--- src/rtl/spk_pkg.sv ---
package spk_pkg;
  localparam int DATA_W   = 8;
  localparam int BIT_GATE = 0;
  localparam int BIT_SPK  = 1;
  localparam int BIT_REF  = 4;
  localparam int BIT_TMR  = 5;

  typedef struct packed {
    logic spk;
    logic gate;
  } ctrl_t;
endpackage

--- src/rtl/spk_ctrl_reg.sv ---
module spk_ctrl_reg
  import spk_pkg::*;
(
  input  logic  clk,
  input  logic  rst,
  input  logic  wr_hit,
  input  logic  gate_d,
  input  logic  spk_d,
  output ctrl_t ctrl_q
);
  always_ff @(posedge clk) begin
    if (rst) begin
      ctrl_q <= '0;
    end else if (wr_hit) begin
      ctrl_q.gate <= gate_d;
      ctrl_q.spk  <= spk_d;
    end
  end
endmodule

--- src/rtl/spk_refresh_tgl.sv ---
module spk_refresh_tgl (
  input  logic clk,
  input  logic rst,
  input  logic rd_hit,
  output logic ref_nxt
);
  logic ref_q;

  assign ref_nxt = ~ref_q;

  always_ff @(posedge clk) begin
    if (rst)         ref_q <= 1'b0;
    else if (rd_hit) ref_q <= ref_nxt;
  end
endmodule

--- src/rtl/spk_sync.sv ---
module spk_sync #(
  parameter int STAGES = 2
) (
  input  logic clk,
  input  logic rst,
  input  logic din,
  output logic dout
);
  logic [STAGES-1:0] chain_q;

  generate
    if (STAGES == 1) begin : g_one
      always_ff @(posedge clk) begin
        if (rst) chain_q <= '0;
        else     chain_q <= din;
      end
    end else begin : g_many
      always_ff @(posedge clk) begin
        if (rst) chain_q <= '0;
        else     chain_q <= {chain_q[STAGES-2:0], din};
      end
    end
  endgenerate

  assign dout = chain_q[STAGES-1];
endmodule

--- src/rtl/spk_rd_mux.sv ---
module spk_rd_mux
  import spk_pkg::*;
(
  input  logic              clk,
  input  logic              rst,
  input  logic              rd_hit,
  input  ctrl_t             ctrl,
  input  logic              ref_bit,
  input  logic              tmr_bit,
  output logic [DATA_W-1:0] rdata_q
);
  logic [DATA_W-1:0] rd_word;

  always_comb begin
    rd_word           = '0;
    rd_word[BIT_GATE] = ctrl.gate;
    rd_word[BIT_SPK]  = ctrl.spk;
    rd_word[BIT_REF]  = ref_bit;
    rd_word[BIT_TMR]  = tmr_bit;
  end

  always_ff @(posedge clk) begin
    if (rst)         rdata_q <= '0;
    else if (rd_hit) rdata_q <= rd_word;
  end
endmodule

--- src/rtl/spk_gate_port.sv ---
module spk_gate_port
  import spk_pkg::*;
#(
  parameter int SYNC_STAGES = 2
) (
  input  logic              clk,
  input  logic              rst,
  input  logic              cs_i,
  input  logic              wr_i,
  input  logic              rd_i,
  input  logic [DATA_W-1:0] wdata_i,
  output logic [DATA_W-1:0] rdata_o,
  input  logic              tmr2_out_i,
  output logic              tmr2_gate_o,
  output logic              spk_en_o
);
  logic  wr_hit, rd_hit, ref_nxt, tmr_s;
  ctrl_t ctrl_q;
  logic  unused_wbits;

  assign wr_hit       = cs_i & wr_i;
  assign rd_hit       = cs_i & rd_i;
  assign unused_wbits = ^wdata_i[DATA_W-1:2];

  spk_ctrl_reg u_ctrl (
    .clk    (clk),
    .rst    (rst),
    .wr_hit (wr_hit),
    .gate_d (wdata_i[BIT_GATE]),
    .spk_d  (wdata_i[BIT_SPK]),
    .ctrl_q (ctrl_q)
  );

  spk_refresh_tgl u_ref (
    .clk     (clk),
    .rst     (rst),
    .rd_hit  (rd_hit),
    .ref_nxt (ref_nxt)
  );

  spk_sync #(.STAGES(SYNC_STAGES)) u_sync (
    .clk  (clk),
    .rst  (rst),
    .din  (tmr2_out_i),
    .dout (tmr_s)
  );

  spk_rd_mux u_mux (
    .clk     (clk),
    .rst     (rst),
    .rd_hit  (rd_hit),
    .ctrl    (ctrl_q),
    .ref_bit (ref_nxt),
    .tmr_bit (tmr_s),
    .rdata_q (rdata_o)
  );

  assign tmr2_gate_o = ctrl_q.gate;
  assign spk_en_o    = ctrl_q.spk;
endmodule

--- config.mk ---
export PLATFORM = sky130hd
export DESIGN_NAME = spk_gate_port
export DESIGN_NICKNAME = d
export VERILOG_FILES = /design/src/rtl/spk_pkg.sv /design/src/rtl/spk_ctrl_reg.sv /design/src/rtl/spk_refresh_tgl.sv /design/src/rtl/spk_sync.sv /design/src/rtl/spk_rd_mux.sv /design/src/rtl/spk_gate_port.sv
export SDC_FILE = /design/constraint.sdc
export NUM_CORES = 1
export LEC_CHECK = 0
export ABC_AREA = 0
export BUFFER_PORTS_ARGS = -buffer_cell sky130_fd_sc_hd__clkbuf_2
export CORE_AREA = 2 2 39 41
export CTS_BUF_LIST = sky130_fd_sc_hd__clkbuf_4 sky130_fd_sc_hd__clkbuf_8
export CTS_CLUSTER_SIZE = 14
export DETAILED_ROUTE_END_ITERATION = 6
export DIE_AREA = 0 0 41 43
export GPL_TIMING_DRIVEN = 0
export MAX_ROUTING_LAYER = met4
export PLACE_DENSITY = 0.62
export REMOVE_ABC_BUFFERS = 1
export SETUP_SLACK_MARGIN = 0.4
export SYNTH_ARGS = -nofsm -noshare
export SYNTH_HDL_FRONTEND = slang
export SYNTH_SLANG_ARGS = --single-unit
--- constraint.sdc ---
create_clock -name clk -period 1.05 [get_ports clk]
set_clock_uncertainty 0.05 [all_clocks]
set_input_delay 0.1575 -clock clk [delete_from_list [all_inputs] [get_ports clk]]
set_output_delay 0.1575 -clock clk [all_outputs]
set_load 0.02 [all_outputs]
; ---- After elaboration in Yosys (flattened, before gate mapping)
; Cells that the tools add are included.
[word_totals]
regBits = 9
out_inout_bits = 10
wordCells = 8
[classes]
n_bitwise = 3
[ops]
columns = cell, count
row1 = bitwise AND 1 bit, 2
row2 = NOT 1 bit, 1

; ---- Longest topological paths before layout
; Gate-level depths: netlist of the first run.
[depth]
word_depth = 1
ltp_mapped = 3
mapped_depth_nobuf = 2

; ---- By module
; Synthesis of the first run repeated with hierarchy kept, for this count alone.
[unflattened]
hier_cells = 34
area_unflattened_um2 = 342.8
[by_module_without_submodules]
columns = module, n_inst, cells_per_inst, area_each_um2
row1 = spk_rd_mux, 1, 18, 173.9
row2 = spk_ctrl_reg, 1, 6, 67.6
row3 = spk_sync, 1, 4, 52.6
row4 = spk_refresh_tgl, 1, 4, 36.3
row5 = spk_gate_port, 1, 2, 12.5

; ---- Worst setup path before layout of the first run
; No wires, ideal clock.
[synth_timing]
path_type = register to register
start = register u_mux.rdata_q[5] (netlist name)
end = register u_mux.rdata_q[5]
setup_ns = 0.070
arrival_ns = 0.761
t_required_ns = 0.930
slack_ns = 0.169
path_stages_with_launch = 3
path_buffers = 0
period_less_slack_ns = 0.881
path_cell_list = dfxtp_1 > a21bo_2 > a21oi_1
[synth_lines]
columns = element, line
row1 = to (signal assigned), spk_rd_mux.sv:24  ; else if (rd_hit) rdata_q <= rd_word;
row2 = to (decl), spk_rd_mux.sv:10  ; output logic [DATA_W-1:0] rdata_q

; ---- Worst setup path after layout of the first run
[layout_timing]
start = register u_mux.rdata_q[4]
end = output port rdata_o[4]
[layout_lines]
columns = element, line
row1 = to (decl), spk_gate_port.sv:12  ; output logic [DATA_W-1:0] rdata_o,
; No word-level cell between the ends.

==> results of run 1 <==
kinds of logic after synthesis:
family / Yosys count / synth area share
AO/OA/AOI/OAI: 4 / 0.0714
flip-flops: 8 / 0.457
multiplexers: 3 / 0.100
other: 1 / 0.0107
AND/OR/NAND/NOR: 13 / 0.239
buffers and inverters: 6 / 0.121
through the flow:
stage                     total power [uW]  utilization
after floorplan                        376            -
after global placement                 408        0.292
after detailed placement               409        0.292
after CTS                              659        0.357
after global routing                   696        0.373
final                                  655        0.373
registers in the layout (all words and copies together), names as in the netlist:
register / count
u_mux.rdata_q: 4
u_sync.chain_q: 2
u_ctrl.ctrl_q: 2
what timing repair did:
action / CTS / global route
endpoints found under the setup margin: 9 / 12
setup buffers: 1 / 0
pin swaps: 1 / 0
resized for setup: 19 / 10
cell usage after synthesis (all sizes together):
master / instances
a21bo: 1
a21oi: 1
and2: 1
buf: 6
conb: 1
dfxtp: 8
mux2: 1
mux2i: 2
nand2: 1
nand2b: 4
nand3: 1
nand4b: 2
nor2: 1
nor2b: 3
o21ai: 2
worst max path at each step:
| stage | startpoint | end | slack, ns | cells after the start |
|---|---|---|---|---|
| 2_1_floorplan | u_mux.rdata_q[4] | u_mux.rdata_q[4] | 0.13 | 2 |
| 5_1_grt | u_mux.rdata_q[4] | rdata_o[4] | 0.11 | 1 |
| 4_1_cts | u_mux.rdata_q[4] | rdata_o[4] | 0.11 | 1 |
| 3_5_place_dp | cs_i | u_mux.rdata_q[4] | 0.16 | 3 |
| 6_report | u_mux.rdata_q[4] | rdata_o[4] | 0.14 | 1 |
| 3_3_place_gp | cs_i | u_mux.rdata_q[4] | 0.17 | 3 |
where the power goes:
part	internal, uW	switching [uW]	leakage [uW]
sequential	318	8.67	0.0000681
combinational	51.2	49.4	0.000149
clock	130	97.2	0.0000138
total	500	155	0.000231
layer usage:
layer / GRT usage / vias up / routed length, um
met5: - / - / 0
met4: 0.0600 / 0 / 0
met3: 0.0471 / 0 / 49
met2: 0.0969 / 11 / 290
met1: 0.100 / 110 / 233
li1: - / 137 / -
area by class of cell:
class                           instances  area [um2]  share of cell area
Multi-Input combinational cell         24         169               0.328
Sequential cell                         8         168               0.325
Timing Repair Buffer                   14         136               0.265
Clock buffer                            3        22.5              0.0437
Tap cell                               16        20.0              0.0388
==> impl_summary.md, run 1 <==
Run status
The run finished with clean final reports.

Layout
The count of cells in the finished layout, fillers not included, comes to between 60 and 70. Leaving out fill and tap cells, the most frequent cells in the layout are 7 x clkbuf_2, 6 x buf_8, 6 x dfxtp_2. In the final layout, the share of cells above drive strength 1 is 0.571.

Leaving out fill and tap cells, the most frequent cell in the layout is clkbuf_2. Relative to the synthesized area, the layout overhead comes to 47.1%. The total of fill cells in the finished design is 146. 0 antenna diodes ended up in the layout. The area of all placed cells without fillers is 515 um2. The total number of nets in the final design is 65.

Drt
The average vias per placed instance is 3.97. The detailed router's first-iteration violation count is 2. Across all layers, the routed design uses 258 vias.

The post-detailed-route DRC marker count is 0. The first-pass iteration count of the detailed router is 2. The final layout contains routed wiring with a total length of 573 um. After detailed routing, the average wire length per cell comes to a little under 9 um. In this run the remaining antenna-violating nets after routing total 0.

GRT
Entering global routing, the biggest net connects 12 pins. The via count of the first global-routing pass is 235. The wire length of the first global-routing pass is just over 900 um. The number of antenna violations at the first check in global routing is 0. The global route total overflow is 0. The global-route usage over all layers is 0.0825.

Min path
The path with the worst hold slack has its endpoint at u_sync.chain_q[0]. In this run the worst hold path is classified as primary input to flip-flop. The number of stages on the worst hold path is 2.

In this run the most critical hold path is launched from tmr2_out_i.

Clock tree
CTS saw 8 sinks. TritonCTS built the clock tree. The cell at the root of the clock tree is clkbuf_4. The later pin in the worst-skew pair is clocked with a latency of between 0.2 and 0.25 ns. The maximum clock insertion buffer count is 2. After clock tree synthesis, the flow added hold-fix buffers numbering 0. The maximum level of the CTS H-tree is 1. After clock tree synthesis, the clock-pin slew on the worst setup and hold paths is 0.05 ns. The number of buffers created by CTS is 3.

Placed design
During placement, the flow inserted port buffers numbering 13. Including well taps, the total number of placed cells is 61. Prior to clock tree synthesis, the placed netlist has a worst setup slack of 0.158 ns.

The post-place instance area is 404 um2. At the end of routability-driven placement, the weighted congestion stood at 0.645.

Critical path
The logic depth of the worst register-to-register path is 2. The worst register-to-register path has a setup slack of 0.19 ns. Traced cell by cell, the critical path runs through buf_8. The worst setup path is launched from a flip-flop. The critical path start-end classification is flip-flop to output port. The worst register-to-register path ends at u_mux.rdata_q[4].

The highest cell delay on the worst timing path is 0.35 ns. The buffering stage count on the worst path with inverters included is 1. The family with the most delay on the worst path is flip-flops.

Data arrives at the worst endpoint at around 0.7 ns. The maximum fanout along the worst path is 3. The worst setup path is captured at an output port. The launching point of the worst reg2reg path is u_mux.rdata_q[4]. At the worst endpoint, the required time is 0.84 ns.

The slowest cell on the critical path is dfxtp_2.

Timing
Setup violations remaining at the end of the flow were counted as 0. The worst hold slack across all endpoints is 0.0692 ns. The number of slew-limit violations in the final report came to 0. Once routing completed, OpenROAD measured the worst setup slack at 0.138 ns. The smallest clock period supported by the final layout is computed as slightly above 0.9 ns.

The final count of hold timing violations is 0. The ratio of final minimum period to clock period is 0.869. The highest clock rate is 1.10 GHz. Setup repair after global routing could not meet its margin everywhere. The final-layout setup total negative slack is 0 ns.

Flow run
The number of max-cap violations is 0.

Floorplanning
For this configuration, the core starts out at a cell density of 0.253. The vertical die dimension is roughly 43 um. The width of the chip is ~41 um. The full die area is ~1800 um2. The core region is 1380 um2.

Row generation in the floorplan step produced 14 rows. The top-level I/O count is 24.

Synth
The sequential fraction of the synthesis area is 0.457. The average footprint of a synthesized cell is 10.0 um2. After synthesis the cells add up to around 350 um2. The synthesized netlist contains 16 unique library cells. After synthesis the netlist holds a flip-flop and latch count of 8.

The number of warnings reported in the yosys synthesis log is 0. The area share of the largest cell type after synthesis is 0.457. By area the synthesized netlist is led by dfxtp_1 46%, buf_4 11%, nand2b_1 7.1%.

Of all cell types, the one taking the most synthesized area is dfxtp_1. The cell count after synthesis came out at 35.

Power and ir drop
The power density relative to cell area is 1270 nW/um2. The worst-case IR drop observed on VDD is 0.000551 V. The total leakage power is 0.000231 uW.
No activity file was read; power rests on OpenSTA's default activity.
==> run 2: changes to the inputs <==
--- a/config.mk
+++ b/config.mk
@@ -13,10 +13,10 @@
 export DETAILED_ROUTE_END_ITERATION = 6
 export DIE_AREA = 0 0 41 43
 export GPL_TIMING_DRIVEN = 0
+export HOLD_SLACK_MARGIN = 0.08
 export MAX_ROUTING_LAYER = met4
 export PLACE_DENSITY = 0.62
 export REMOVE_ABC_BUFFERS = 1
-export SETUP_SLACK_MARGIN = 0.4
 export SYNTH_ARGS = -nofsm -noshare
 export SYNTH_HDL_FRONTEND = slang
 export SYNTH_SLANG_ARGS = --single-unit
==> impl_summary.md, run 2 (synthesized netlist as in run 1, its figures left out) <==
Clock tree
The maximum clock insertion buffer count is 2 (unchanged). The number of buffers inserted by post-CTS setup repair is 0 (was 1). The TritonCTS sink count came to 8 (unchanged). The maximum level of the CTS H-tree was 1 (unchanged). The CTS tree is yes (unchanged). The cell at the root of the clock tree is clkbuf_4 (unchanged). The clock latency on the worst-skew pair is 0.24 ns (about the same).

The number of buffers created by CTS is 3 (unchanged). The clock transition time at the flip-flop clock pins of the worst setup and hold paths was 0.05 ns (about the same).

GRT
The via count of the first global-routing pass is 227 (was 235). The global-route usage over all layers is 0.0804 (was 0.0825). The number of antenna violations at the first check in global routing came to 0 (unchanged). The largest net degree at the start of global routing is 12 (unchanged). The global route total overflow is 0 (unchanged). The wire length of the first global-routing pass was 897 um (was 917 um).

Timing
The final-layout setup total negative slack is 0 ns (unchanged). The minimum clock period after layout was 0.966 ns (was 0.912 ns). The setup violation total in the final timing report is 0 (unchanged).

The highest clock rate is 1.04 GHz (was 1.10 GHz). The final count of hold timing violations was 0 (unchanged). The number of slew-limit violations in the final report is 0 (unchanged).

The ratio of final minimum period to clock period is 0.920 (was 0.869). Unrepaired setup endpoints after global routing: false (was true).

Critical path
The maximum fanout along the worst path came to 3 (unchanged). The buffering stage count on the worst path with inverters included is 1 (unchanged). The critical path startpoint category was a flip-flop (unchanged). The logic depth of the worst register-to-register path is 2 (unchanged).

The critical path start-end classification is flip-flop to output port (unchanged). The required time of the worst setup path is 0.84 ns (about the same). The worst flop-to-flop path endpoint is u_mux.rdata_q[4] (unchanged).

The launching point of the worst reg2reg path is u_mux.rdata_q[4] (unchanged). The nature of the critical path endpoint is an output port (unchanged). Cell breakdown of the critical path: clkbuf_2 (was buf_8).

The family with the most delay on the worst path was flip-flops (unchanged). The slack of the worst reg-to-reg path came to 0.20 ns (was 0.19 ns). The highest cell delay on the worst timing path came to 0.34 ns (was 0.35 ns). The slowest cell on the critical path is dfxtp_1 (was dfxtp_2). The arrival time at the worst endpoint is 0.76 ns (was 0.70 ns).

Floorplanning
The top-level I/O count came to 24 (unchanged). The width of the chip is 41 um (unchanged). The initial standard-cell utilization of the core is 0.253 (unchanged). The vertical die dimension is 43 um (unchanged). The total number of placement rows is 14 (unchanged). The core box area is 1380 um2 (unchanged). The full die area was 1760 um2 (unchanged).

Layout
The area of all placed cells without fillers is 437 um2 (was 515 um2). Largest registers ranked by flip-flop count: u_mux.rdata_q: 4 flops, u_ctrl.ctrl_q: 2 flops, u_sync.chain_q: 2 flops (unchanged). The number of flip-flops in the largest register came to 4 (unchanged). The register with the highest flop count is u_mux.rdata_q (unchanged). Most frequent cells in the layout: 13 x clkbuf_2, 8 x dfxtp_1, 4 x nand2b_1, 4 x conb_1 (was 7 x clkbuf_2, 6 x buf_8, 6 x dfxtp_2).

The commonest non-fill, non-tap cell in the layout was clkbuf_2 (unchanged). The fraction of final layout cells sized beyond drive strength 1 is 0.408 (was 0.571). The total of fill cells in the finished design is 149 (was 146). The area overhead of the layout relative to synthesis is 24.6% (was 47.1%). The number of antenna diodes is 0 (unchanged). The total number of nets in the final design came to 65 (unchanged).

Drt
The post-detailed-route DRC marker count came to 0 (unchanged). The number of vias after detailed routing is 261 (was 258). The number of nets with antenna violations after detailed routing is 0 (unchanged). The first-pass iteration count of the detailed router is 1 (was 2). The average wire per standard cell is 8.38 um (was 8.82 um). The average vias per placed instance is 4.02 (was 3.97). The detailed router's first-iteration violation count was 0 (was 2). The final wirelength is 545 um (was 573 um).

Placed design
The post-place instance area is 404 um2 (unchanged). The number of I/O port buffers came to 13 (unchanged). The final RePlAce weighted congestion is 0.645 (unchanged).

Power and ir drop
The total leakage power is 0.000208 uW (was 0.000231 uW). The power density relative to cell area is 1450 nW/um2 (was 1270 nW/um2). The worst voltage drop across the vdd grid is 0.000555 V (was 0.000551 V).

Flow run
The number of max-cap violations is 0 (unchanged).

Run status
Result of the run: finished, final reports clean (unchanged).

Min path
The class of the worst hold path was primary input to flip-flop (unchanged). The worst min-delay path endpoint is u_ctrl.ctrl_q[1] (was u_sync.chain_q[0]). The number of stages on the worst hold path is 3 (was 2). The start point of the worst min-delay path is wdata_i[1] (was tmr2_out_i).
## run 2: what timing repair did
action / 4_1_cts / 5_1_grt
hold buffers: 1 / 0
resized for setup: 0 / 0
hold endpoints to repair: 1 / 0
## run 2: report_power, final
group,switching [uW],internal [uW]
sequential,5.26,316
combinational,47.9,35.4
clock,96.8,130
## run 2: worst max-delay path by stage
stage / start / to / slack, ns / depth (start not counted)
after floorplan: u_mux.rdata_q[4] / u_mux.rdata_q[4] / 0.13 / 2
after global placement: cs_i / u_mux.rdata_q[4] / 0.17 / 3
after detailed placement: cs_i / u_mux.rdata_q[4] / 0.16 / 3
after CTS: u_mux.rdata_q[4] / rdata_o[4] / 0.07 / 1
after global routing: u_mux.rdata_q[4] / rdata_o[4] / 0.04 / 1
final: u_mux.rdata_q[4] / rdata_o[4] / 0.08 / 1
## run 2: area by class of cell
| class | instances | area, um2 | share of cell area |
|---|---|---|---|
| well taps | 16 | 20.0 | 0.0458 |
| flip-flops and latches | 8 | 160 | 0.367 |
| multi-input cells | 24 | 159 | 0.364 |
| clock buffers | 3 | 22.5 | 0.0516 |
| repair buffers | 14 | 75.1 | 0.172 |
## run 2: per-stage QoR
step | hold slack (ns) | total power (uW) | utilization | setup WS [ns] | cells
floorplan | 0.177 | 376 | - | 0.126 | 32
global placement | 0.317 | 408 | 0.292 | 0.166 | 61
finish | 0.119 | 632 | 0.316 | 0.0841 | 65
detailed placement | 0.325 | 409 | 0.292 | 0.158 | 61
CTS | 0.115 | 645 | 0.316 | 0.0686 | 65
global route | 0.118 | 672 | 0.316 | 0.0388 | 65
## run 2: per-layer routing
layer / vias up / wire (um) / track usage
met5: - / 0 / -
met4: 0 / 0 / 0.0600
met3: 0 / 49 / 0.0471
met2: 11 / 258 / 0.0938
met1: 113 / 237 / 0.0971
li1: 137 / - / -
==> run 3: changes to the inputs <==
--- a/config.mk
+++ b/config.mk
@@ -8,7 +8,7 @@
 export ABC_AREA = 0
 export BUFFER_PORTS_ARGS = -buffer_cell sky130_fd_sc_hd__clkbuf_2
 export CORE_AREA = 2 2 39 41
-export CTS_BUF_LIST = sky130_fd_sc_hd__clkbuf_4 sky130_fd_sc_hd__clkbuf_8
+export CTS_BUF_LIST = sky130_fd_sc_hd__clkbuf_4
 export CTS_CLUSTER_SIZE = 14
 export DETAILED_ROUTE_END_ITERATION = 6
 export DIE_AREA = 0 0 41 43
@@ -16,7 +16,6 @@
 export HOLD_SLACK_MARGIN = 0.08
 export MAX_ROUTING_LAYER = met4
 export PLACE_DENSITY = 0.62
-export REMOVE_ABC_BUFFERS = 1
 export SYNTH_ARGS = -nofsm -noshare
 export SYNTH_HDL_FRONTEND = slang
 export SYNTH_SLANG_ARGS = --single-unit
==> impl_summary.md, run 3 (synthesized netlist as in run 1, its figures left out) <==
Timing
The final count of hold timing violations is 0 (unchanged). The highest clock rate came to 0.988 GHz (was 1.04 GHz). The ratio of final minimum period to clock period is 0.964 (was 0.920). The minimum setup slack in the final design is 0.0382 ns (was 0.0841 ns). The setup violation total in the final timing report is 0 (unchanged).

The minimum clock period after layout is 1.01 ns (was 0.966 ns). Unrepaired setup endpoints after global routing: false (unchanged). The final-layout setup total negative slack is 0 ns (unchanged). The number of slew-limit violations in the final report came to 0 (unchanged).

GRT
The via count of the first global-routing pass is 220 (was 227). The number of antenna violations at the first check in global routing is 0 (unchanged). The largest net degree at the start of global routing is 11 (was 12). The global route total overflow is 0 (unchanged). The global-route usage over all layers is 0.0815 (was 0.0804). The wire length of the first global-routing pass is 883 um (was 897 um).

Layout
The number of antenna diodes is 0 (unchanged). The number of flip-flops in the largest register is 4 (unchanged). Largest registers ranked by flip-flop count: u_mux.rdata_q: 4 flops, u_ctrl.ctrl_q: 2 flops, u_sync.chain_q: 2 flops (unchanged).

The area overhead of the layout relative to synthesis came to 42.1% (was 24.6%). The fraction of final layout cells sized beyond drive strength 1 is 0.500 (was 0.408). The commonest non-fill, non-tap cell in the layout is clkbuf_2 (unchanged).

Most frequent cells in the layout: 12 x clkbuf_2, 7 x dfxtp_1, 6 x buf_4 (was 13 x clkbuf_2, 8 x dfxtp_1, 4 x nand2b_1, 4 x conb_1). The register with the highest flop count is u_mux.rdata_q (unchanged). The total number of nets in the final design was 72 (was 65).

Clock tree
The clock transition time at the flip-flop clock pins of the worst setup and hold paths is 0.05 ns (about the same). The CTS tree is yes (unchanged). The maximum level of the CTS H-tree is 1 (unchanged). The clock latency on the worst-skew pair came to 0.25 ns (was 0.24 ns). The number of buffers created by CTS is 3 (unchanged). The cell at the root of the clock tree is clkbuf_4 (unchanged). The TritonCTS sink count is 8 (unchanged). The maximum clock insertion buffer count is 2 (unchanged).

Drt
The number of nets with antenna violations after detailed routing is 0 (unchanged). The average vias per placed instance was 3.92 (was 4.02). The average wire per standard cell is 7.99 um (was 8.38 um).

The detailed router's first-iteration violation count came to 3 (was 0). The first-pass iteration count of the detailed router was 4 (was 1). The post-detailed-route DRC marker count is 0 (unchanged). The number of vias after detailed routing is 282 (was 261). The final wirelength came to 575 um (was 545 um).

Critical path
The slowest cell on the critical path is dfxtp_2 (was dfxtp_1). The highest cell delay on the worst timing path is 0.31 ns (was 0.34 ns). The launching point of the worst reg2reg path is u_mux.rdata_q[4] (unchanged). Cell breakdown of the critical path: buf_4, buf_8 (was clkbuf_2). The maximum fanout along the worst path is 2 (was 3).

The arrival time at the worst endpoint came to 0.80 ns (was 0.76 ns). The required time of the worst setup path is 0.84 ns (about the same). The critical path startpoint category is a flip-flop (unchanged). The nature of the critical path endpoint is an output port (unchanged).

The worst flop-to-flop path endpoint was u_mux.rdata_q[4] (unchanged). The logic depth of the worst register-to-register path is 3 (was 2). The slack of the worst reg-to-reg path is 0.09 ns (was 0.20 ns). The critical path start-end classification is flip-flop to output port (unchanged).

Floorplanning
The initial standard-cell utilization of the core was 0.253 (unchanged). The total number of placement rows is 14 (unchanged). The width of the chip is 41 um (unchanged). The top-level I/O count was 24 (unchanged). The core box area came to 1380 um2 (unchanged).

The vertical die dimension is 43 um (unchanged). The full die area came to 1760 um2 (unchanged).

Power and ir drop
The power density relative to cell area is 1340 nW/um2 (was 1450 nW/um2). The total leakage power is 0.000248 uW (was 0.000208 uW). The total power after layout is 665 uW (was 632 uW). The worst voltage drop across the vdd grid is 0.000775 V (was 0.000555 V).

Run status
Result of the run: finished, final reports clean (unchanged).

Placed design
The final RePlAce weighted congestion is 0.648 (was 0.645). The number of I/O port buffers is 13 (unchanged). The post-place setup slack came to 0.136 ns (was 0.158 ns). The wire-length estimate of the detail-placed layout is 438 um.

Flow run
The number of max-cap violations is 0 (unchanged).

Min path
The start point of the worst min-delay path is wdata_i[0] (was wdata_i[1]). The class of the worst hold path is primary input to flip-flop (unchanged). The number of stages on the worst hold path came to 3 (unchanged). The worst min-delay path endpoint is u_ctrl.ctrl_q[0] (was u_ctrl.ctrl_q[1]).
## run 3: changes by cell type in the layout (fill, tap and decap cells not counted)
cell and delta:
buf_2 +1, buf_4 +6, buf_8 +1, clkbuf_2 -1, dfxtp_1 -1, dfxtp_2 +1
## run 3: worst max path at each step
| stage | startpoint | to | slack, ns | cells past startpoint |
|---|---|---|---|---|
| after floorplan | u_mux.rdata_q[5] | u_mux.rdata_q[5] | 0.17 | 2 |
| after global placement | rst | u_mux.rdata_q[4] | 0.15 | 4 |
| after detailed placement | rst | u_mux.rdata_q[4] | 0.14 | 4 |
| after CTS | u_mux.rdata_q[4] | rdata_o[4] | 0.0001 | 2 |
| after global routing | u_mux.rdata_q[4] | rdata_o[4] | 0.005 | 2 |
| final | u_mux.rdata_q[4] | rdata_o[4] | 0.04 | 2 |
## run 3: layer usage
layer	part of all wire	up-vias	global-route usage
met5	0	-	-
met4	0	0	0.0200
met1	0.42	117	0.0942
met2	0.46	13	0.100
met3	0.12	0	0.0785
li1	-	152	-
## run 3: timing repair
| item | 4_1_cts | 5_1_grt |
|---|---|---|
| setup buffers | 0 | 1 |
| setup endpoints to repair | 1 | 1 |
| hold buffers | 1 | 0 |
| resized for setup | 1 | 2 |
| hold endpoints to repair | 1 | 0 |
## run 3: cell type report
class,instances,area (um2)
repair buffers,15,92.6
fillers,150,886
multi-input cells,24,159
flip-flops and latches,8,161
clock buffers,3,22.5
plain buffers,6,42.5
well taps,16,20.0
## run 3: critical path: cells and delay by family (launching register included)
family | cells | cell delay [ns]
flops | 1 | 0.31
buf+inv | 2 | 0.25
## run 3: power by group
part	switching, uW	total, uW	leakage [uW]	internal (uW)
sequential	4.86	322	0.0000658	317
combinational	53.3	113	0.000168	59.4
clock	100	231	0.0000138	131
total	159	665	0.000248	507
## run 3: per-stage QoR
step	hold slack, ns	std cells	util	cell area (um2)
floorplan	0.236	38	-	362
global placement	0.322	67	0.323	447
detailed placement	0.331	67	0.323	447
CTS	0.111	71	0.353	488
global route	0.147	72	0.360	498
finish	0.116	72	0.360	498
